### config.mk
export PLATFORM = sky130hd
export DESIGN_NAME = sdram_init_seq
export DESIGN_NICKNAME = d
export VERILOG_FILES = /design/src/rtl/sdram_init_pkg.sv /design/src/rtl/sdram_init_ctl.sv /design/src/rtl/sdram_init_enc.sv /design/src/rtl/sdram_init_seq.sv
export SDC_FILE = /design/constraint.sdc
export NUM_CORES = 1
export LEC_CHECK = 0
export ABC_AREA = 0
export CAP_MARGIN = 40
export CORE_MARGIN = 2
export CORE_UTILIZATION = 46
export DETAILED_ROUTE_END_ITERATION = 8
export GPL_ROUTABILITY_DRIVEN = 0
export PLACE_DENSITY_LB_ADDON = 0.12
export SETUP_SLACK_MARGIN = 0.1
export SYNTH_ARGS = -nofsm -noshare
export SYNTH_HDL_FRONTEND = slang
export SYNTH_SLANG_ARGS = --single-unit
export TNS_END_PERCENT = 30
### constraint.sdc
create_clock -name clk -period 1.9 [get_ports clk]
set_clock_uncertainty 0.1 [all_clocks]
set_input_delay 0.38 -clock clk [delete_from_list [all_inputs] [get_ports clk]]
set_output_delay 0.38 -clock clk [all_outputs]
set_load 0.01 [all_outputs]
### src/rtl/sdram_init_pkg.sv
package sdram_init_pkg;

    typedef enum logic [2:0] {
        CMD_INHIBIT,
        CMD_NOP,
        CMD_PRECHARGE,
        CMD_REFRESH,
        CMD_LOADMODE
    } init_cmd_e;

    typedef enum logic [1:0] {
        GOAL_PRECHARGE,
        GOAL_REFRESH,
        GOAL_LOADMODE,
        GOAL_READY
    } init_goal_e;

    // {cs_n, ras_n, cas_n, we_n}
    localparam logic [3:0] PINS_INHIBIT   = 4'b1111;
    localparam logic [3:0] PINS_NOP       = 4'b0111;
    localparam logic [3:0] PINS_PRECHARGE = 4'b0010;
    localparam logic [3:0] PINS_REFRESH   = 4'b0001;
    localparam logic [3:0] PINS_LOADMODE  = 4'b0000;

    // time in ps to whole clock cycles, rounded up, never below one
    function automatic int ps_to_cycles(input int time_ps, input int clk_ps);
        int c;
        c = (time_ps + clk_ps - 1) / clk_ps;
        return (c < 1) ? 1 : c;
    endfunction

    function automatic int max_of4(input int a, input int b, input int c, input int d);
        int m;
        m = a;
        if (b > m) m = b;
        if (c > m) m = c;
        if (d > m) m = d;
        return m;
    endfunction

endpackage

### src/rtl/sdram_init_ctl.sv
module sdram_init_ctl
    import sdram_init_pkg::*;
#(
    parameter int PWR_CYC   = 16,
    parameter int TRP_CYC   = 3,
    parameter int TRFC_CYC  = 9,
    parameter int TMRD_CYC  = 2,
    parameter int REF_COUNT = 2,
    parameter int OP_W      = 12
) (
    input  logic            clk,
    input  logic            rst,
    input  logic [OP_W-1:0] mode_op,
    output init_cmd_e       cmd_o,
    output logic [OP_W-1:0] mode_o,
    output logic            ready_o
);

    localparam int MAX_CYC = max_of4(PWR_CYC, TRP_CYC, TRFC_CYC, TMRD_CYC);
    localparam int CNT_W   = $clog2(MAX_CYC + 1);
    localparam int REF_W   = $clog2(REF_COUNT + 1);

    typedef struct packed {
        init_goal_e      goal;
        logic [CNT_W-1:0] gap;
        logic [REF_W-1:0] refs_left;
        init_cmd_e       cmd;
        logic [OP_W-1:0] mode;
        logic            ready;
    } ctl_s;

    ctl_s st_d, st_q;

    always_comb begin
        st_d     = st_q;
        st_d.cmd = CMD_NOP;
        if (st_q.gap != '0) begin
            st_d.gap = st_q.gap - CNT_W'(1);
        end else begin
            unique case (st_q.goal)
                GOAL_PRECHARGE: begin
                    st_d.cmd       = CMD_PRECHARGE;
                    st_d.goal      = GOAL_REFRESH;
                    st_d.gap       = CNT_W'(TRP_CYC - 1);
                    st_d.refs_left = REF_W'(REF_COUNT);
                end
                GOAL_REFRESH: begin
                    st_d.cmd       = CMD_REFRESH;
                    st_d.gap       = CNT_W'(TRFC_CYC - 1);
                    st_d.refs_left = st_q.refs_left - REF_W'(1);
                    if (st_q.refs_left <= REF_W'(1)) begin
                        st_d.goal = GOAL_LOADMODE;
                    end
                end
                GOAL_LOADMODE: begin
                    st_d.cmd  = CMD_LOADMODE;
                    st_d.mode = mode_op;
                    st_d.goal = GOAL_READY;
                    st_d.gap  = CNT_W'(TMRD_CYC - 1);
                end
                default: begin
                    st_d.ready = 1'b1;
                end
            endcase
        end
    end

    always_ff @(posedge clk) begin
        if (rst) begin
            st_q.goal      <= GOAL_PRECHARGE;
            st_q.gap       <= CNT_W'(PWR_CYC);
            st_q.refs_left <= REF_W'(REF_COUNT);
            st_q.cmd       <= CMD_INHIBIT;
            st_q.mode      <= '0;
            st_q.ready     <= 1'b0;
        end else begin
            st_q <= st_d;
        end
    end

    assign cmd_o   = st_q.cmd;
    assign mode_o  = st_q.mode;
    assign ready_o = st_q.ready;

endmodule

### src/rtl/sdram_init_enc.sv
module sdram_init_enc
    import sdram_init_pkg::*;
#(
    parameter int ADDR_W = 13,
    parameter int BANK_W = 2,
    parameter int AP_BIT = 10
) (
    input  init_cmd_e         cmd,
    input  logic [ADDR_W-2:0] mode,
    output logic              cs_n,
    output logic              ras_n,
    output logic              cas_n,
    output logic              we_n,
    output logic [ADDR_W-1:0] addr,
    output logic [BANK_W-1:0] ba
);

    logic [3:0] pins;

    always_comb begin
        pins = PINS_NOP;
        addr = '0;
        unique case (cmd)
            CMD_INHIBIT:   pins = PINS_INHIBIT;
            CMD_PRECHARGE: begin
                pins         = PINS_PRECHARGE;
                addr[AP_BIT] = 1'b1;
            end
            CMD_REFRESH:   pins = PINS_REFRESH;
            CMD_LOADMODE: begin
                pins = PINS_LOADMODE;
                addr = {1'b0, mode};
            end
            default:       pins = PINS_NOP;
        endcase
    end

    assign {cs_n, ras_n, cas_n, we_n} = pins;
    assign ba = '0;

endmodule

### src/rtl/sdram_init_seq.sv
module sdram_init_seq
    import sdram_init_pkg::*;
#(
    parameter int T_CLK_PS  = 7500,
    parameter int PWRUP_PS  = 100_000_000,
    parameter int TRP_PS    = 20_000,
    parameter int TRFC_PS   = 66_000,
    parameter int TMRD_PS   = 15_000,
    parameter int REF_COUNT = 2,
    parameter int ADDR_W    = 13,
    parameter int BANK_W    = 2,
    parameter int AP_BIT    = 10
) (
    input  logic              clk,
    input  logic              rst,
    input  logic [ADDR_W-2:0] mode_op,
    output logic              cs_n,
    output logic              ras_n,
    output logic              cas_n,
    output logic              we_n,
    output logic [ADDR_W-1:0] addr,
    output logic [BANK_W-1:0] ba,
    output logic              ready
);

    localparam int PWR_CYC  = ps_to_cycles(PWRUP_PS, T_CLK_PS);
    localparam int TRP_CYC  = ps_to_cycles(TRP_PS, T_CLK_PS);
    localparam int TRFC_CYC = ps_to_cycles(TRFC_PS, T_CLK_PS);
    localparam int TMRD_CYC = ps_to_cycles(TMRD_PS, T_CLK_PS);
    localparam int OP_W     = ADDR_W - 1;

    init_cmd_e       cmd;
    logic [OP_W-1:0] mode_hold;

    sdram_init_ctl #(
        .PWR_CYC  (PWR_CYC),
        .TRP_CYC  (TRP_CYC),
        .TRFC_CYC (TRFC_CYC),
        .TMRD_CYC (TMRD_CYC),
        .REF_COUNT(REF_COUNT),
        .OP_W     (OP_W)
    ) u_ctl (
        .clk    (clk),
        .rst    (rst),
        .mode_op(mode_op),
        .cmd_o  (cmd),
        .mode_o (mode_hold),
        .ready_o(ready)
    );

    sdram_init_enc #(
        .ADDR_W(ADDR_W),
        .BANK_W(BANK_W),
        .AP_BIT(AP_BIT)
    ) u_enc (
        .cmd  (cmd),
        .mode (mode_hold),
        .cs_n (cs_n),
        .ras_n(ras_n),
        .cas_n(cas_n),
        .we_n (we_n),
        .addr (addr),
        .ba   (ba)
    );

endmodule

==> summary.md, run 1 <==
| Metric | Value |
|---|---|
| ANT nets after route | 0 |
| Average vias per placed instance | about 5.5 |
| Hold buffer count at cts | 0 |
| Vias in the first global route | about 1700 |
| Slowest CP cell | or4_4 |
| TNS Setup | 0 ps |
| Hold path depth | 2 |
| Core Util, Final | 0.682 |
| Initial antenna violation count | 0 |
| H-tree Lvls | 2 |
| Synth Instances | 208 |
| Synth unique cells | 41 |
| Sum of buffers and inverters on the critical path | 1 |
| WP data required | about 2000 ps |
| Clock sink count | 34 |
| Number of port buffers | 30 |
| Routed WL | 4550 um |
| Commonest non-fill, non-tap cells in the layout | 27 x dfxtp_1, 24 x a21oi_1, 23 x buf_4, 16 x o21ai_0, 15 x buf_6 |
| DP Wirelength | about 3100 um |
| Chip Height | 65.2 um |
| CP Launch Type | flip-flop |
| Fin. Hold Viols | 0 |
| Starting Density | 0.475 |
| First-pass GRT wire length | ~7600 um |
| Core region area | between 0.003 and 0.004 mm^2 |
| Tcrit/Tclk final | 1.00 |
| Cells after DPL | about 300 |
| Crit-path max cell delay | approximately 570 ps |
| Share of layout cells above drive strength 1 | 0.338 |
| Worst R2R Path Depth | 5 |
| Hold worst-path end | u_ctl.mode_o[6] |
| # DRC | 0 |
| Fin. max-slew vios | 0 |
| CP delay by family, top | simple AND/OR/NAND/NOR gates |
| Leak | ~0.94 nW |
| Hold_sp | u_ctl.mode_o[6] |
| Initial DRT Pass Iterations | 4 |
| Synth warnings | 0 |
| Worst-path cell chain | or4_4 > nor4_4 > buf_4 > nand3_1 > a21oi_1 |
| Final hold slack | 375 ps |
| TritonCTS buffer count | 5 |
| Latest clock arrival within the worst-skew pair | roughly 280 ps |
| Mapped cell area | between 0.0015 and 0.002 mm^2 |
| CTS Buffer Depth | 2 |
| Grt ovf | 0 |
| GRT Total Usage | 0.231 |
| FP Rows | 22 |
| Root buffer cell | clkbuf_8 |
| Sequential area share after synthesis | 0.395 |
| Setup CP Type | flip-flop to flip-flop |
| Setup violators final | 0 |
| Top cell type by total area after synthesis | dfxtp_1 |
| Largest net degree at the start of global routing | 34 |
| RSZ-0062 raised after global routing | yes |
| Max-Cap Viols | 0 |
| Initial drt markers | 77 |
| Final setup margin | between 0.015 and 0.02 ps |
| Top-area cell type share of the netlist area | 0.395 |
| Ports | 34 |
| Synthesized flop and latch total | 34 |
| Fillers | a little over 300 |
| Place WS | -37.2 ps |
| Syn_area_per_cell | between 8 and 9 um^2 |
| Layout area overhead | 43.8% |
| Max Clk Rate | around 530 MHz |
| Register Area | a little under 700 um^2 |
| Die Span X | between 60 and 70 um |
| Reg2reg end | u_ctl.mode_o[0] |
| Crit end category | flip-flop |
| TritonCTS clock tree | yes |
| Tmin final | 1900 ps |
| Worst-path maximum fanout | 7 |
| Critical path arrival | ~2000 ps |
| Final nets | roughly 280 |
| Vias | 1702 |
| Worst reg2reg setup slack | 0.02 ps |
| Most area-consuming cells after synthesis | dfxtp_1 39%, a21oi_1 7.5%, ha_1 5.8% |
| Pwr dens | between 500 and 600 mW/mm^2 |
| Outcome | complete, no violations |
| Die ar. | 0.00425 mm^2 |
| Number of diodes | 0 |
| Fin cells | 311 |
| Area used by multi-input combinational logic | 0.00104 mm^2 |
| Critical R2R Launch | u_ctl.st_q[26] |
| CTS clk-pin slew, worst paths | roughly 60 ps |
| WL per Instance | around 15 um |
| Hold Crit Class | flip-flop to flip-flop |
| Worst vdd ir | 0.477 mV |
| Commonest non-fill, non-tap cell in the layout | dfxtp_1 |
-- state kept, by name (all words and copies together) (netlist names) --
signal         count
u_ctl.cmd_o        3
u_ctl.mode_o      12
u_ctl.ready_o      1
u_ctl.st_q        18
-- power breakdown --
group	internal [mW]	switching [mW]	leakage, nW
clock	0.365	0.245	0.0575
sequential	0.724	0.00994	0.277
combinational	0.0576	0.0470	0.609
total	1.15	0.301	0.944
-- logic make-up after synthesis --
logic type / Yosys count / share of synthesized area
AOI/OAI and AO/OA: 61 / 0.208
xor gates and xnor gates: 1 / 0.00508
adders and majority gates: 8 / 0.0581
buffers and inverters: 24 / 0.0653
DFF: 34 / 0.395
other: 1 / 0.00217
and+or+nand+nor: 79 / 0.267
-- worst max path at each step --
stage	slack (ps)	cells past startpoint	startpoint	endpoint
finish	0.02	5	u_ctl.st_q[26]	u_ctl.mode_o[0]
global route	-110	7	u_ctl.st_q[19]	u_ctl.mode_o[3]
CTS	-60	5	u_ctl.cmd_o[1]	addr[7]
detailed placement	-40	7	u_ctl.st_q[19]	u_ctl.st_q[17]
global placement	20	7	u_ctl.st_q[19]	u_ctl.st_q[17]
floorplan	60	7	u_ctl.st_q[19]	u_ctl.st_q[19]
-- cell usage after synthesis, drive strengths merged --
master,number
a21oi,26
nor2,12
or2,1
a311o,1
o221ai,1
a211oi,3
nor4,4
nand3b,2
a31oi,1
o31ai,4
a2111oi,1
or3,7
o21ai,17
nor2b,2
o2111ai,1
nand2b,1
nand4,1
inv,9
buf,5
dfxtp,34
a221o,1
or3b,1
a21o,1
clkbuf,10
nand2,9
a21boi,1
or4,2
o21bai,1
nor3b,2
conb,1
and2,11
nor3,7
ha,8
nand4b,2
nand3,15
xor2,1
o211ai,2
-- metal layers --
layer | vias to the layer above | share of wire | GRT usage
met5 | - | 0 | 0
met2 | 48 | 0.52 | 0.438
met4 | 0 | 0.016 | 0.0833
li1 | 842 | - | -
met1 | 804 | 0.41 | 0.246
met3 | 8 | 0.046 | 0.0565
-- worst reg2reg max path: stages, from the launching register on --
cell and delay, ps:
dfxtp_2 330, or4_4 570, nor4_4 360, buf_4 230
nand3_1 90, a21oi_1 150
-- metrics by stage --
stage               power (mW)  area (um^2)
global route              1.50         2480
detailed placement       0.851         2240
floorplan                0.796         1770
global placement         0.847         2240
CTS                       1.46         2430
finish                    1.45         2480
-- cell type report --
class	count	area share
repair buffers	60	0.220
flip-flops and latches	34	0.278
clock buffers	8	0.0444
well taps	48	0.0242
multi-input cells	152	0.419
inverters	9	0.0136
-- repair_timing --
action	4_1_cts	5_1_grt
resized for setup	57	45
pin swaps	7	13
endpoints found under the setup margin	39	46
buffers inserted	4	2
gates cloned	1	0
endpoints found under the hold margin	0	0
Note: power is estimated with default switching activity, not from simulation.
==> run 2, diff against run 1 <==
--- a/config.mk
+++ b/config.mk
@@ -12,8 +12,10 @@
 export DETAILED_ROUTE_END_ITERATION = 8
 export GPL_ROUTABILITY_DRIVEN = 0
 export PLACE_DENSITY_LB_ADDON = 0.12
+export RECOVER_POWER = 50
 export SETUP_SLACK_MARGIN = 0.1
 export SYNTH_ARGS = -nofsm -noshare
 export SYNTH_HDL_FRONTEND = slang
+export SYNTH_HIERARCHICAL = 1
 export SYNTH_SLANG_ARGS = --single-unit
 export TNS_END_PERCENT = 30
==> summary.md, run 2 <==
| Metric | Value |
|---|---|
| Outcome | complete, no violations |
| Biggest register | u_ctl/st_q |
| Post-Synth Adder-Cell Area | 0.0482 |
| CTS clk-pin slew, worst paths | 60 ps |
| Final nets | approximately 280 |
| Synth Area in Compound Gates | 0.185 |
| Crit end category | primary output |
| Chip Height | 66.8 um |
| Max-Cap Viols | 0 |
| Grt ovf | 0 |
| Crit-path max cell delay | approximately 360 ps |
| CP Launch Type | flip-flop |
| Top cell type by total area after synthesis | dfxtp_1 |
| CP delay by family, top | buffers and inverters |
| Core region area | roughly 0.0037 mm^2 |
| Starting Density | 0.489 |
| Sequential area share after synthesis | 0.375 |
| Number of diodes | 0 |
| Cell depth of the worst setup path | 6 |
| Die ar. | 0.00446 mm^2 |
| Number of port buffers | 30 |
| Top-area cell type share of the netlist area | 0.375 |
| Hold path depth | 2 |
| Initial DRT Pass Iterations | 4 |
| Vias in the first global route | around 1600 |
| Top cell by count, worst path | buf_6 |
| Core Util, Final | 0.657 |
| Leak | ~0.9 nW |
| Tmin final | ~1900 ps |
| Setup violators final | 0 |
| Ports | 34 |
| WL per Instance | 14.8 um |
| Met3 WL | 239 um |
| Largest net degree at the start of global routing | 18 |
| Max Clk Rate | 536 MHz |
| GRT Total Usage | 0.201 |
| Total power | between 1 and 1.5 mW |
| Most area-consuming cells after synthesis | dfxtp_1 37%, buf_4 9.1%, a21oi_1 6.1% |
| Pwr dens | 566 mW/mm^2 |
| WP data required | approximately 1400 ps |
| Initial antenna violation count | 0 |
| ANT nets after route | 0 |
| Top post-synthesis cells by count | 34 x dfxtp_1, 22 x a21oi_1, 22 x buf_4 |
| Hold worst-path end | u_ctl/ready_o |
| Worst-path cell chain | nor3b_4 > buf_4 > buf_6 > buf_6 > and2_4 > buf_6 |
| Average vias per placed instance | around 5.6 |
| Synthesized flop and latch total | 34 |
| Initial drt markers | a little under 90 |
| Worst R2R Path Depth | 7 |
| Reg2reg end | u_ctl/st_q[28] |
| FP Rows | 22 |
| Largest family of logic cells by synthesized area | simple AND/OR/NAND/NOR gates |
| Die Span X | ~67 um |
| Hold Crit Class | flip-flop to flip-flop |
| Top_reg_cell synth | dfxtp_1 |
| Post-synth EDFFs | 0 |
| Synth Instances | around 210 |
| Synth unique cells | 43 |
| Mux cell area share after synthesis | 0 |
| Worst vdd ir | roughly 0.47 mV |
| Max reg flops | 18 |
| Post-synthesis async set-or-reset flop share | 0 |
| M1 WL | between 1500 and 2000 um |
| Top sig layer | met4 |
| Post-synthesis xor/xnor area fraction | 0.0145 |
| Layout area overhead | 34.5% |
| TritonCTS buffer count | 5 |
| CTS Buffer Depth | 2 |
| Most frequent cell after synthesis | dfxtp_1 |
| Sum of buffers and inverters on the critical path | 4 |
| Critical path arrival | between 1000 and 1500 ps |
| Routed wl met2 | between 2000 and 2500 um |
| Fin. max-slew vios | 0 |
| Mapped cell area | between 0.0015 and 0.002 mm^2 |
| Worst reg2reg setup slack | 60 ps |
| H-tree Lvls | 2 |
| Fillers | slightly above 300 |
| Routed WL | 4490 um |
| RSZ-0062 raised after global routing | yes |
| Simple-Gate Fraction of Synth Area | 0.243 |
| Tcrit/Tclk final | 0.982 |
| First-pass GRT wire length | approximately 7000 um |
| # DRC | 0 |
| Fin. Hold Viols | 0 |
| Share of layout cells above drive strength 1 | 0.361 |
| Vias | around 1700 |
| Root buffer cell | clkbuf_8 |
| Commonest non-fill, non-tap cells in the layout | 29 x dfxtp_1, 19 x buf_4, 18 x o21ai_0, 16 x a21oi_1, 15 x buf_6 |
| DP Wirelength | around 2800 um |
| Latest clock arrival within the worst-skew pair | 290 ps |
| Slowest CP cell | dfxtp_4 |
| Worst-path maximum fanout | 4 |
| Syn_area_per_cell | about 8.5 um^2 |
| TritonCTS clock tree | yes |
| Hold_sp | u_ctl/ready_o |
| Synth warnings | 6 |
| Clock sink count | 34 |
| Critical R2R Launch | u_ctl/st_q[18] |
| Setup CP Type | flip-flop to primary output |
| Commonest non-fill, non-tap cell in the layout | dfxtp_1 |
run 2: metrics by stage:
step / area [um^2] / hold WS, ps / cells / setup WS, ps / setup TNS, ps
finish: 2440 / 367 / 303 / 34.9 / 0
global placement: 2080 / 351 / 277 / 93.6 / 0
CTS: 2240 / 377 / 290 / -10.2 / -10.2
floorplan: 1820 / 350 / 215 / 222 / 0
detailed placement: 2080 / 361 / 277 / 61.4 / 0
global route: 2440 / 415 / 303 / -30.2 / -100
run 2: cell families (layout without fill, tap and decap cells):
| kind of cell | Yosys count | count (layout) |
|---|---|---|
| AOI/OAI and AO/OA | 57 | 57 |
| xor gates and xnor gates | 3 | 3 |
| adders and majority gates | 7 | 7 |
| buffers and inverters | 39 | 79 |
| DFF | 34 | 34 |
| other | 1 | 3 |
| and+or+nand+nor | 72 | 72 |
run 2: power breakdown:
group          internal, mW  leakage (nW)  switching [mW]
logic                0.0535         0.591          0.0421
clock network         0.292        0.0482           0.256
registers             0.722         0.276          0.0161
run 2: what timing repair did:
action,4_1_cts,5_1_grt
setup buffers,4,11
cloned,1,2
hold buffers,0,0
gates resized for setup,80,40
hold endpoints to repair,0,0
pin swaps,13,22
endpoints found under the setup margin,33,37
run 2: how the worst max path moves through the flow:
stage / from / end / slack [ps]
detailed placement: u_ctl/cmd_o[2] / addr[11] / 60
global route: u_ctl/st_q[18] / u_ctl/st_q[28] / -30
finish: u_ctl/cmd_o[1] / addr[6] / 30
floorplan: u_ctl/st_q[18] / u_ctl/st_q[31] / 220
global placement: u_ctl/cmd_o[1] / addr[7] / 90
CTS: u_ctl/cmd_o[1] / addr[7] / -10
run 2: metal layers:
metal / vias up / GRT usage
li1: 820 / -
met1: 818 / 0.207
met4: 0 / 0.0740
met2: 40 / 0.385
met5: - / 0
met3: 7 / 0.0524
run 2: cell type report:
class                      instances  area [um^2]  area share
timing repair buffer              61          528       0.216
clock buffer                       7         86.3      0.0354
sequential                        34          689       0.282
tap                               48         60.1      0.0246
clock inverter                     1         5.00     0.00205
multi-input combinational        142         1030       0.424
inverter                          10         37.5      0.0154
run 2: worst register-to-register path: cells and delay by family, from the launching register on:
kind,cells,cell delay (ps)
AND/OR/NAND/NOR,4,940
flip-flops,1,360
buffers and inverters,2,260
adder cells (fa/ha/maj),1,130
